File: config.mk
export PLATFORM = sky130hd
export DESIGN_NAME = stepper_phase_seq
export DESIGN_NICKNAME = d
export VERILOG_FILES = /design/src/rtl/stepper_phase_seq.sv
export SDC_FILE = /design/constraint.sdc
export NUM_CORES = 1
export LEC_CHECK = 0
export ABC_AREA = 1
export ABC_CLOCK_PERIOD_IN_PS = 2700
export BUFFER_PORTS_ARGS = -buffer_cell sky130_fd_sc_hd__buf_2
export CAP_MARGIN = 20
export CORE_UTILIZATION = 34
export CTS_CLUSTER_SIZE = 14
export DETAILED_ROUTE_END_ITERATION = 8
export PLACE_DENSITY = 0.56
export SETUP_SLACK_MARGIN = 0.5
export SYNTH_ARGS = -nofsm -noshare
export SYNTH_HDL_FRONTEND = slang
export SYNTH_SLANG_ARGS = --single-unit
File: constraint.sdc
create_clock -name clk -period 2.7 [get_ports clk]
set_input_delay 0 -clock clk [delete_from_list [all_inputs] [get_ports clk]]
set_output_delay 0 -clock clk [all_outputs]
set_load 0.005 [all_outputs]
File: src/rtl/stepper_phase_seq.sv
module stepper_phase_seq #(
  parameter int DIV_W = 16
) (
  input  logic             clk,
  input  logic             rst_n,
  input  logic             enable,
  input  logic             dir,
  input  logic [1:0]       mode,
  input  logic [DIV_W-1:0] rate_div,
  output logic [3:0]       coil,
  output logic             step_done
);
  localparam int IDX_W = 3;

  typedef enum logic [1:0] {M_WAVE = 2'd0, M_FULL = 2'd1, M_HALF = 2'd2, M_VR = 2'd3} mode_t;

  function automatic logic [3:0] seq_len(input mode_t m);
    case (m)
      M_HALF:  seq_len = 4'd8;
      M_VR:    seq_len = 4'd3;
      default: seq_len = 4'd4;
    endcase
  endfunction

  function automatic logic [IDX_W-1:0] fold(input logic [IDX_W-1:0] i, input mode_t m);
    case (m)
      M_HALF: fold = i;
      M_VR: begin
        case (i)
          3'd3, 3'd6: fold = 3'd0;
          3'd4, 3'd7: fold = 3'd1;
          3'd5:       fold = 3'd2;
          default:    fold = i;
        endcase
      end
      default: fold = {1'b0, i[1:0]};
    endcase
  endfunction

  function automatic logic [3:0] pattern(input mode_t m, input logic [IDX_W-1:0] i);
    case (m)
      M_WAVE: pattern = 4'b0001 << i[1:0];
      M_FULL: begin
        case (i[1:0])
          2'd0: pattern = 4'b1001;
          2'd1: pattern = 4'b0011;
          2'd2: pattern = 4'b0110;
          default: pattern = 4'b1100;
        endcase
      end
      M_HALF: begin
        if (!i[0]) pattern = 4'b0001 << i[2:1];
        else if (i[2:1] == 2'd3) pattern = 4'b1001;
        else pattern = 4'b0011 << i[2:1];
      end
      default: pattern = (i < 3'd3) ? (4'b0001 << i[1:0]) : 4'b0000;
    endcase
  endfunction

  logic [DIV_W-1:0] cnt;
  logic [IDX_W-1:0] idx;
  mode_t            cur_mode;

  wire [DIV_W-1:0] lim  = (rate_div == '0) ? DIV_W'(1) : rate_div;
  wire             tick = enable && (cnt >= lim - DIV_W'(1));

  wire mode_t            nmode = mode_t'(mode);
  wire [3:0]             nlen  = seq_len(nmode);
  wire [IDX_W-1:0]       base  = fold(idx, nmode);
  wire [IDX_W-1:0]       last  = IDX_W'(nlen - 4'd1);
  wire [IDX_W-1:0]       nidx  = dir ? ((base == '0) ? last : base - 3'd1)
                                     : ((base == last) ? '0 : base + 3'd1);

  always_ff @(posedge clk) begin
    if (!rst_n) begin
      cnt       <= '0;
      idx       <= '0;
      cur_mode  <= M_WAVE;
      step_done <= 1'b0;
    end else begin
      step_done <= tick;
      if (!enable) begin
        cnt <= '0;
      end else if (tick) begin
        cnt      <= '0;
        cur_mode <= nmode;
        idx      <= nidx;
      end else begin
        cnt <= cnt + DIV_W'(1);
      end
    end
  end

  assign coil = enable ? pattern(cur_mode, idx) : 4'b0000;


  idx_range_chk: assert property (@(posedge clk) disable iff (!rst_n)
    {1'b0, idx} < seq_len(cur_mode));


  wave_onehot_chk: assert property (@(posedge clk) disable iff (!rst_n)
    (enable && cur_mode == M_WAVE) |-> $onehot(coil));


  full_pair_chk: assert property (@(posedge clk) disable iff (!rst_n)
    (enable && cur_mode == M_FULL) |-> ($countones(coil) == 2));


  vr_three_chk: assert property (@(posedge clk) disable iff (!rst_n)
    (enable && cur_mode == M_VR) |-> ($onehot(coil) && !coil[3]));


  done_after_enable_chk: assert property (@(posedge clk) disable iff (!rst_n)
    step_done |-> $past(enable));


  idle_hold_chk: assert property (@(posedge clk) disable iff (!rst_n)
    (!$past(enable) && !enable) |-> ($stable(idx) && !step_done && coil == 4'b0000));
endmodule

# --- Word level (Yosys, flattened, before mapping) ---
# Index checks and enable logic that the tools add are counted.
totals:
  ff_bits: 22
  output_inout_bits: 5
  wordCells: 51
classes:
  add_sub_neg: 5
  magnitude_cmp: 2
  eq_ne: 13
  shifts: 3
  n_mux: 13
  bitwise_logic: 2
  n_reduce_logical: 9
ops:
  columns: ["cell", "count"]
  rows:
  - ["$pmux W4 S3", 2]
  - ["$add A16 B1 Y16 const B", 1]
  - ["$ge A16 B16 Y1", 1]
  - ["$logic_not A16 Y1", 1]
  - ["$mux W16", 1]
  - ["$mux W4", 4]
  - ["$sub A16 B1 Y16 const B", 1]
  - ["$eq A3 B3 Y1 const B", 4]
  - ["$pmux W3 S2", 2]
  - ["$eq A2 B2 Y1 const B", 5]
  - ["$mux W3", 3]
  - ["$pmux W3 S3", 1]
  - ["$shl A1 B2 Y4 const A", 2]
  - ["$sub A3 B1 Y3 const B", 2]
  - ["$eq A2 B1 Y1 const B", 2]
  - ["$logic_not A2 Y1", 2]
  - ["$reduce_or A2 Y1", 2]
  - ["$shl A2 B2 Y4 const A", 1]
  - ["$add A3 B1 Y3 const B", 1]
  - ["$eq A3 B2 Y1 const B", 1]
  - ["$eq A3 B3 Y1", 1]
  - ["$logic_not A3 Y1", 1]
  - ["$lt A3 B2 Y1 const B", 1]
  - ["$reduce_or A3 Y1", 1]
  - ["other kinds (3)", 4]

# --- Longest topological paths before layout ---
logic_depth:
  word_depth: 7
  ltp_mapped: 22
  mapped_depth_nobuf: 22

# --- Least setup slack after synthesis ---
# No wires, ideal clock.
synth_path:
  kind: "in2reg"
  startpoint: "input port rate_div[4]"
  endpoint: "register cnt[6]"
  setup_time_ns: 0.116
  t_arrival_ns: 2.446
  required_time_ns: 2.584
  slack_ns: 0.138
  stages: 22
  n_path_buf: 1
  path_cell_list: "nor2_1 nand2_1 nor2_1 nand4_1 nand2_1 inv_2 ha_1 nand2_1 nor2_2 nand3_1 nor3_2 xor2_1 inv_1 ha_1 nand2_2 nor4_2 nand2_1 nand3_2 nand2_4 nand3_4 buf_8 nor2_2"
synth_via:
  elab_chain_len: 6
synth_lines:
  columns: ["element", "line_no", "source"]
  rows:
  - ["from (decl)", "9", "input logic [DIV_W-1:0] rate_div,"]
  - ["$logic_not A16 Y1", "64", "wire [DIV_W-1:0] lim = (rate_div == '0) ? DIV_W'(1) : rate_div;"]
  - ["$mux W16 (*)", "64", null]
  - ["$sub A16 B1 Y16 (*)", "65", "wire tick = enable && (cnt >= lim - DIV_W'(1));"]
  - ["$ge A16 B16 Y1 (*)", "65", null]
  - ["$logic_and A1 B1 Y1 (*)", "65", null]
  - ["$reduce_or A3 Y1 (no line) (*)", null, null]
  - ["to (signal assigned)", "89", "cnt <= cnt + DIV_W'(1);"]
  - ["to (decl)", "60", "logic [DIV_W-1:0] cnt;"]
# Every way passes the cells marked *; elsewhere a longest branch is shown, timed or not.
# A chain may end at the register's enable or synchronous reset.

# --- Final worst setup path ---
layout_path:
  startpoint: "input port rate_div[4]"
  endpoint: "register idx[2]"
layout_via:
  elab_chain_len: 6
layout_lines:
  columns: ["element", "line_no", "source"]
  rows:
  - ["$logic_not A16 Y1", "64", null]
  - ["$mux W16 (*)", "64", null]
  - ["$sub A16 B1 Y16 (*)", "65", null]
  - ["$ge A16 B16 Y1 (*)", "65", null]
  - ["$logic_and A1 B1 Y1 (*)", "65", null]
  - ["$reduce_and A2 Y1 (no line) (*)", null, null]
  - ["to (signal assigned)", "87", "idx <= nidx;"]
  - ["to (decl)", "61", "logic [IDX_W-1:0] idx;"]
# Marks and branches as above.

==> flow_metrics.env <==
export IMPL_worstMarginPinSlew_ns=0.308
export IMPL_final_layout_size_suffix_gt1_share_pct=34.0
export IMPL_synth_enable_flop_cells=0
export IMPL_unrepaired_setup_endpoints_after_global_routing="true"
export IMPL_finalHoldViolations=0
export IMPL_cp_buffers_inverters=4
export IMPL_worst_ir_drop_vdd_mv=0.155
export IMPL_root_buffer="sky130_fd_sc_hd__clkbuf_8"
export IMPL_yosys_top_cells_area="sky130_fd_sc_hd__dfxtp_1 19%, sky130_fd_sc_hd__ha_1 15%, sky130_fd_sc_hd__nand2_1 11%"
export IMPL_initial_utilization_pct=35.1
export IMPL_post_synth_instance_area_sq_mm=0.00237
export IMPL_routabilityCongestion=0.811
export IMPL_cts_max_path_buffers=2
export IMPL_globalRouteMet1Util_pct=21.5
export IMPL_achievable_frequency_ghz=0.429
export IMPL_synth_top_flop_cell="sky130_fd_sc_hd__dfxtp_1"
export IMPL_post_synth_inst_count=348
export IMPL_worst_setup_path_startpoint="rate_div[4]"
export IMPL_globalRoute_busiestLayer="met2"
export IMPL_postCtsHoldBufs=0
export IMPL_dpl_hpwl_um=4310
export IMPL_r2r_start="idx[1]$_SDFFE_PN0P_"
export IMPL_cp_num_cells=22
export IMPL_pwr_density_cell_mw_per_mm2=229
export IMPL_placed_area_sq_mm=0.00274
export IMPL_min_path_type="input port to flop"
export IMPL_most_common_cell_in_the_synthesized_netlist="sky130_fd_sc_hd__nand2_1"
export IMPL_max_cap_violations=0
export IMPL_synth_cell_types=40
export IMPL_grt_pass1_vias=2089
export IMPL_dp_slack_ns=-0.0115
export IMPL_antenna_diode_count=0
export IMPL_grt_start_max_net_pins=13
export IMPL_finish_utilization_pct=47.2
export IMPL_setup_viol=0
export IMPL_layout_area_overhead_vs_synth_pct=34.3
export IMPL_cp_max_fo=6
export IMPL_worstPathArrival_ns=2.53
export IMPL_totalWireLength_um=5750
export IMPL_setup_crit_end_kind="flop"
export IMPL_worst_r2r_cell_count=17
export IMPL_placementRows=30
export IMPL_grt_use_met3_pct=1.15
export IMPL_cp_slowest_stage_delay_ns=0.31
export IMPL_vias_per_cell=4.82
export IMPL_fin_worst_skew_ns=0.00578
export IMPL_register_area_share_after_synthesis_pct=18.6
export IMPL_cp_start_kind="input port"
export IMPL_pin_count=27
export IMPL_cts_tree="built"
export IMPL_avgSynthCellArea_sq_um=6.82
export IMPL_synth_largest_type_area_fraction_pct=18.6
export IMPL_die_area_sq_mm=0.00732
export IMPL_classification_of_the_worst_setup_path="input port to flop"
export IMPL_die_extent_in_x_um=85.5
export IMPL_grt_pass1_wl_um=9200
export IMPL_vias=2326
export IMPL_static_leakage_power_nw=1.50
export IMPL_post_route_drc_count=0
export IMPL_cts_made_buffers=3
export IMPL_slowest_stage="sky130_fd_sc_hd__nor4_4"
export IMPL_ys_async_sr_fraction_pct=0
export IMPL_die_y_um=85.5
export IMPL_clock_sinks=22
export IMPL_postLayoutCellArea_sq_mm=0.00319
export IMPL_min_period_over_period_pct=86.3
export IMPL_setup_ws_ns=0.369
export IMPL_yosysTopAreaCell="sky130_fd_sc_hd__dfxtp_1"
export IMPL_clk_pin_slew_ns=0.08
export IMPL_clk_insertion_delay_late_ns=0.26
export IMPL_detail_route_first_pass_iterations=4
export IMPL_globalRouteOverflowTotal=0
export IMPL_floorplan_core_area_sq_mm=0.00676
export IMPL_synth_fp_nets=399
export IMPL_io_buffers=26
export IMPL_rr_endpoint="idx[2]$_SDFFE_PN0P_"
export IMPL_drt_initial_drc_count=52
export IMPL_antenna_found_initial=0
export IMPL_nets=455
export IMPL_h_tree_depth_reported_by_cts=1
export IMPL_path_common_cell="sky130_fd_sc_hd__nand2_2"
export IMPL_globalRouteMet2Util_pct=25.5
export IMPL_final_critical_path_time_including_i_o_delays_and_setup_ns=2.33
export IMPL_finalMaxSlewViolations=0
export IMPL_fin_setup_tns_ns=0
export IMPL_routedWlPerCell_um=11.9
export IMPL_yosys_warnings=0
export IMPL_synth_top_cells_by_count="72 x sky130_fd_sc_hd__nand2_1, 49 x sky130_fd_sc_hd__nor2_1, 46 x sky130_fd_sc_hd__inv_1"
export IMPL_max_slew_margin_pct=79.3
export IMPL_route_antenna_remaining_nets=0
export IMPL_critPathRequiredTime_ns=2.90
export IMPL_cp_endpoint="idx[2]$_SDFFE_PN0P_"
export IMPL_outcome="finished, final reports clean"
export IMPL_yosys_register_bits=22
export IMPL_grt_total_usage_pct=15.4
export IMPL_crit_path_cell_trace="buf_6, nor2_4, nand2_2, nor2_2, nand4_1, nand2_2, inv_2, ha_4, nand2_4, nor2_4, buf_4, xnor2_4, ha_1, nand2_2, nor4_4, nand2_1, nand3_2, nand2_4, buf_6, nand2_2, nand2_1, nor2_1"
export IMPL_critical_path_top_delay_family="simple AND/OR/NAND/NOR gates"
export IMPL_rrSetupSlack_ns=0.55
export IMPL_worst_hold_path_num_cells=3
-- cells by family after synthesis --
logic type | share of synthesized area (%)
AND/OR/NAND/NOR | 39.0
buffers and inverters | 9.34
flip-flops | 18.6
adder cells (fa/ha/maj) | 15.3
XOR/XNOR | 9.60
AO/OA/AOI/OAI | 8.23
-- registers in the layout, indices dropped and copies added (netlist names) --
| signal | count |
|---|---|
| cnt | 16 |
| idx | 3 |
| cur_mode | 2 |
| step_done | 1 |
-- power breakdown --
part           leakage (nW)  switching [W]  internal [W]  total [W]
logic                  1.29      0.0000877     0.0000820   0.000170
clock network        0.0288       0.000105      0.000130   0.000235
registers             0.179     0.00000212      0.000325   0.000327
total                  1.50       0.000195      0.000537   0.000731
-- final cells by class --
type,instances,area [sq um]
Inverter,50,190
Multi-Input combinational cell,274,1950
Sequential cell,22,447
Clock buffer,4,55.1
Fill cell,677,3570
Timing Repair Buffer,53,440
Tap cell,80,100
-- layer usage --
| layer | vias to the layer above | routed length [um] |
|---|---|---|
| met4 | 0 | 84 |
| li1 | 1228 | - |
| met1 | 1059 | 2860 |
| met2 | 33 | 2670 |
| met5 | - | 0 |
| met3 | 6 | 134 |
-- cell usage in the layout (no fill, tap or decap), types with 2 or more instances in the layout --
master                     Yosys  final
sky130_fd_sc_hd__a21oi_1      12     11
sky130_fd_sc_hd__buf_2         1     13
sky130_fd_sc_hd__buf_4         0     25
sky130_fd_sc_hd__buf_6         1     10
sky130_fd_sc_hd__buf_8         1      5
sky130_fd_sc_hd__clkbuf_8      0      4
sky130_fd_sc_hd__dfxtp_1      22     19
sky130_fd_sc_hd__dfxtp_2       0      2
sky130_fd_sc_hd__ha_1         29     23
sky130_fd_sc_hd__ha_4          0      5
sky130_fd_sc_hd__inv_1        46     43
sky130_fd_sc_hd__inv_2         3      6
sky130_fd_sc_hd__nand2_1      72     64
sky130_fd_sc_hd__nand2_2       6     12
sky130_fd_sc_hd__nand2_4       2      4
sky130_fd_sc_hd__nand3_1      14     13
sky130_fd_sc_hd__nand3_2       6      6
sky130_fd_sc_hd__nand3_4       1      3
sky130_fd_sc_hd__nand4_1       5      5
sky130_fd_sc_hd__nor2_1       49     39
sky130_fd_sc_hd__nor2_2       14     17
sky130_fd_sc_hd__nor2_4        1      8
sky130_fd_sc_hd__nor3_1        2      2
sky130_fd_sc_hd__nor3_4        2      3
sky130_fd_sc_hd__nor4_1        3      2
sky130_fd_sc_hd__nor4_2        2      2
sky130_fd_sc_hd__o211ai_1      2      2
sky130_fd_sc_hd__o21ai_0       7      5
sky130_fd_sc_hd__o21ai_1       3      3
sky130_fd_sc_hd__o21ai_2       0      2
sky130_fd_sc_hd__o22ai_1       3      3
sky130_fd_sc_hd__xnor2_1       8      6
sky130_fd_sc_hd__xor2_1       18     18
-- worst reg2reg max path, stage by stage, from the launching register on --
cell and delay [ns]:
sky130_fd_sc_hd__dfxtp_4 0.37, sky130_fd_sc_hd__buf_4 0.15, sky130_fd_sc_hd__ha_4 0.18, sky130_fd_sc_hd__nand2_2 0.10, sky130_fd_sc_hd__nand3_1 0.07, sky130_fd_sc_hd__o21ai_1 0.17, sky130_fd_sc_hd__nand2_1 0.07, sky130_fd_sc_hd__nand2_1 0.12
sky130_fd_sc_hd__inv_1 0.08, sky130_fd_sc_hd__ha_1 0.18, sky130_fd_sc_hd__inv_1 0.07, sky130_fd_sc_hd__nor2_1 0.04, sky130_fd_sc_hd__a21oi_1 0.11, sky130_fd_sc_hd__nand2_1 0.06, sky130_fd_sc_hd__o211ai_1 0.08, sky130_fd_sc_hd__nand2_1 0.09
sky130_fd_sc_hd__nor2_2 0.08, sky130_fd_sc_hd__nor2_1 0.04
-- through the flow --
stage	power, W	hold slack [ns]	instances
floorplan	0.000404	0.0802	348
global placement	0.000461	0.324	467
detailed placement	0.000463	0.315	467
CTS	0.000721	0.0657	481
global route	0.000766	0.0792	483
finish	0.000731	0.0738	483
-- what timing repair did --
action,in CTS,in global routing
pin swaps,22,22
gates cloned,1,0
buffers inserted,9,2
gates resized for setup,31,38
endpoints found under the setup margin,22,22
-- how the worst min path moves through the flow --
stage,to,slack [ns],start
2_1_floorplan,coil[2],0.08,enable
6_report,idx[0]$_SDFFE_PN0P_,0.07,rst_n
3_3_place_gp,step_done$_SDFF_PN0_,0.32,rst_n
4_1_cts,step_done$_SDFF_PN0_,0.07,rst_n
5_1_grt,cur_mode[1]$_SDFFE_PN0P_,0.08,rst_n
3_5_place_dp,step_done$_SDFF_PN0_,0.32,rst_n
No activity file was read; power rests on OpenSTA's default activity.
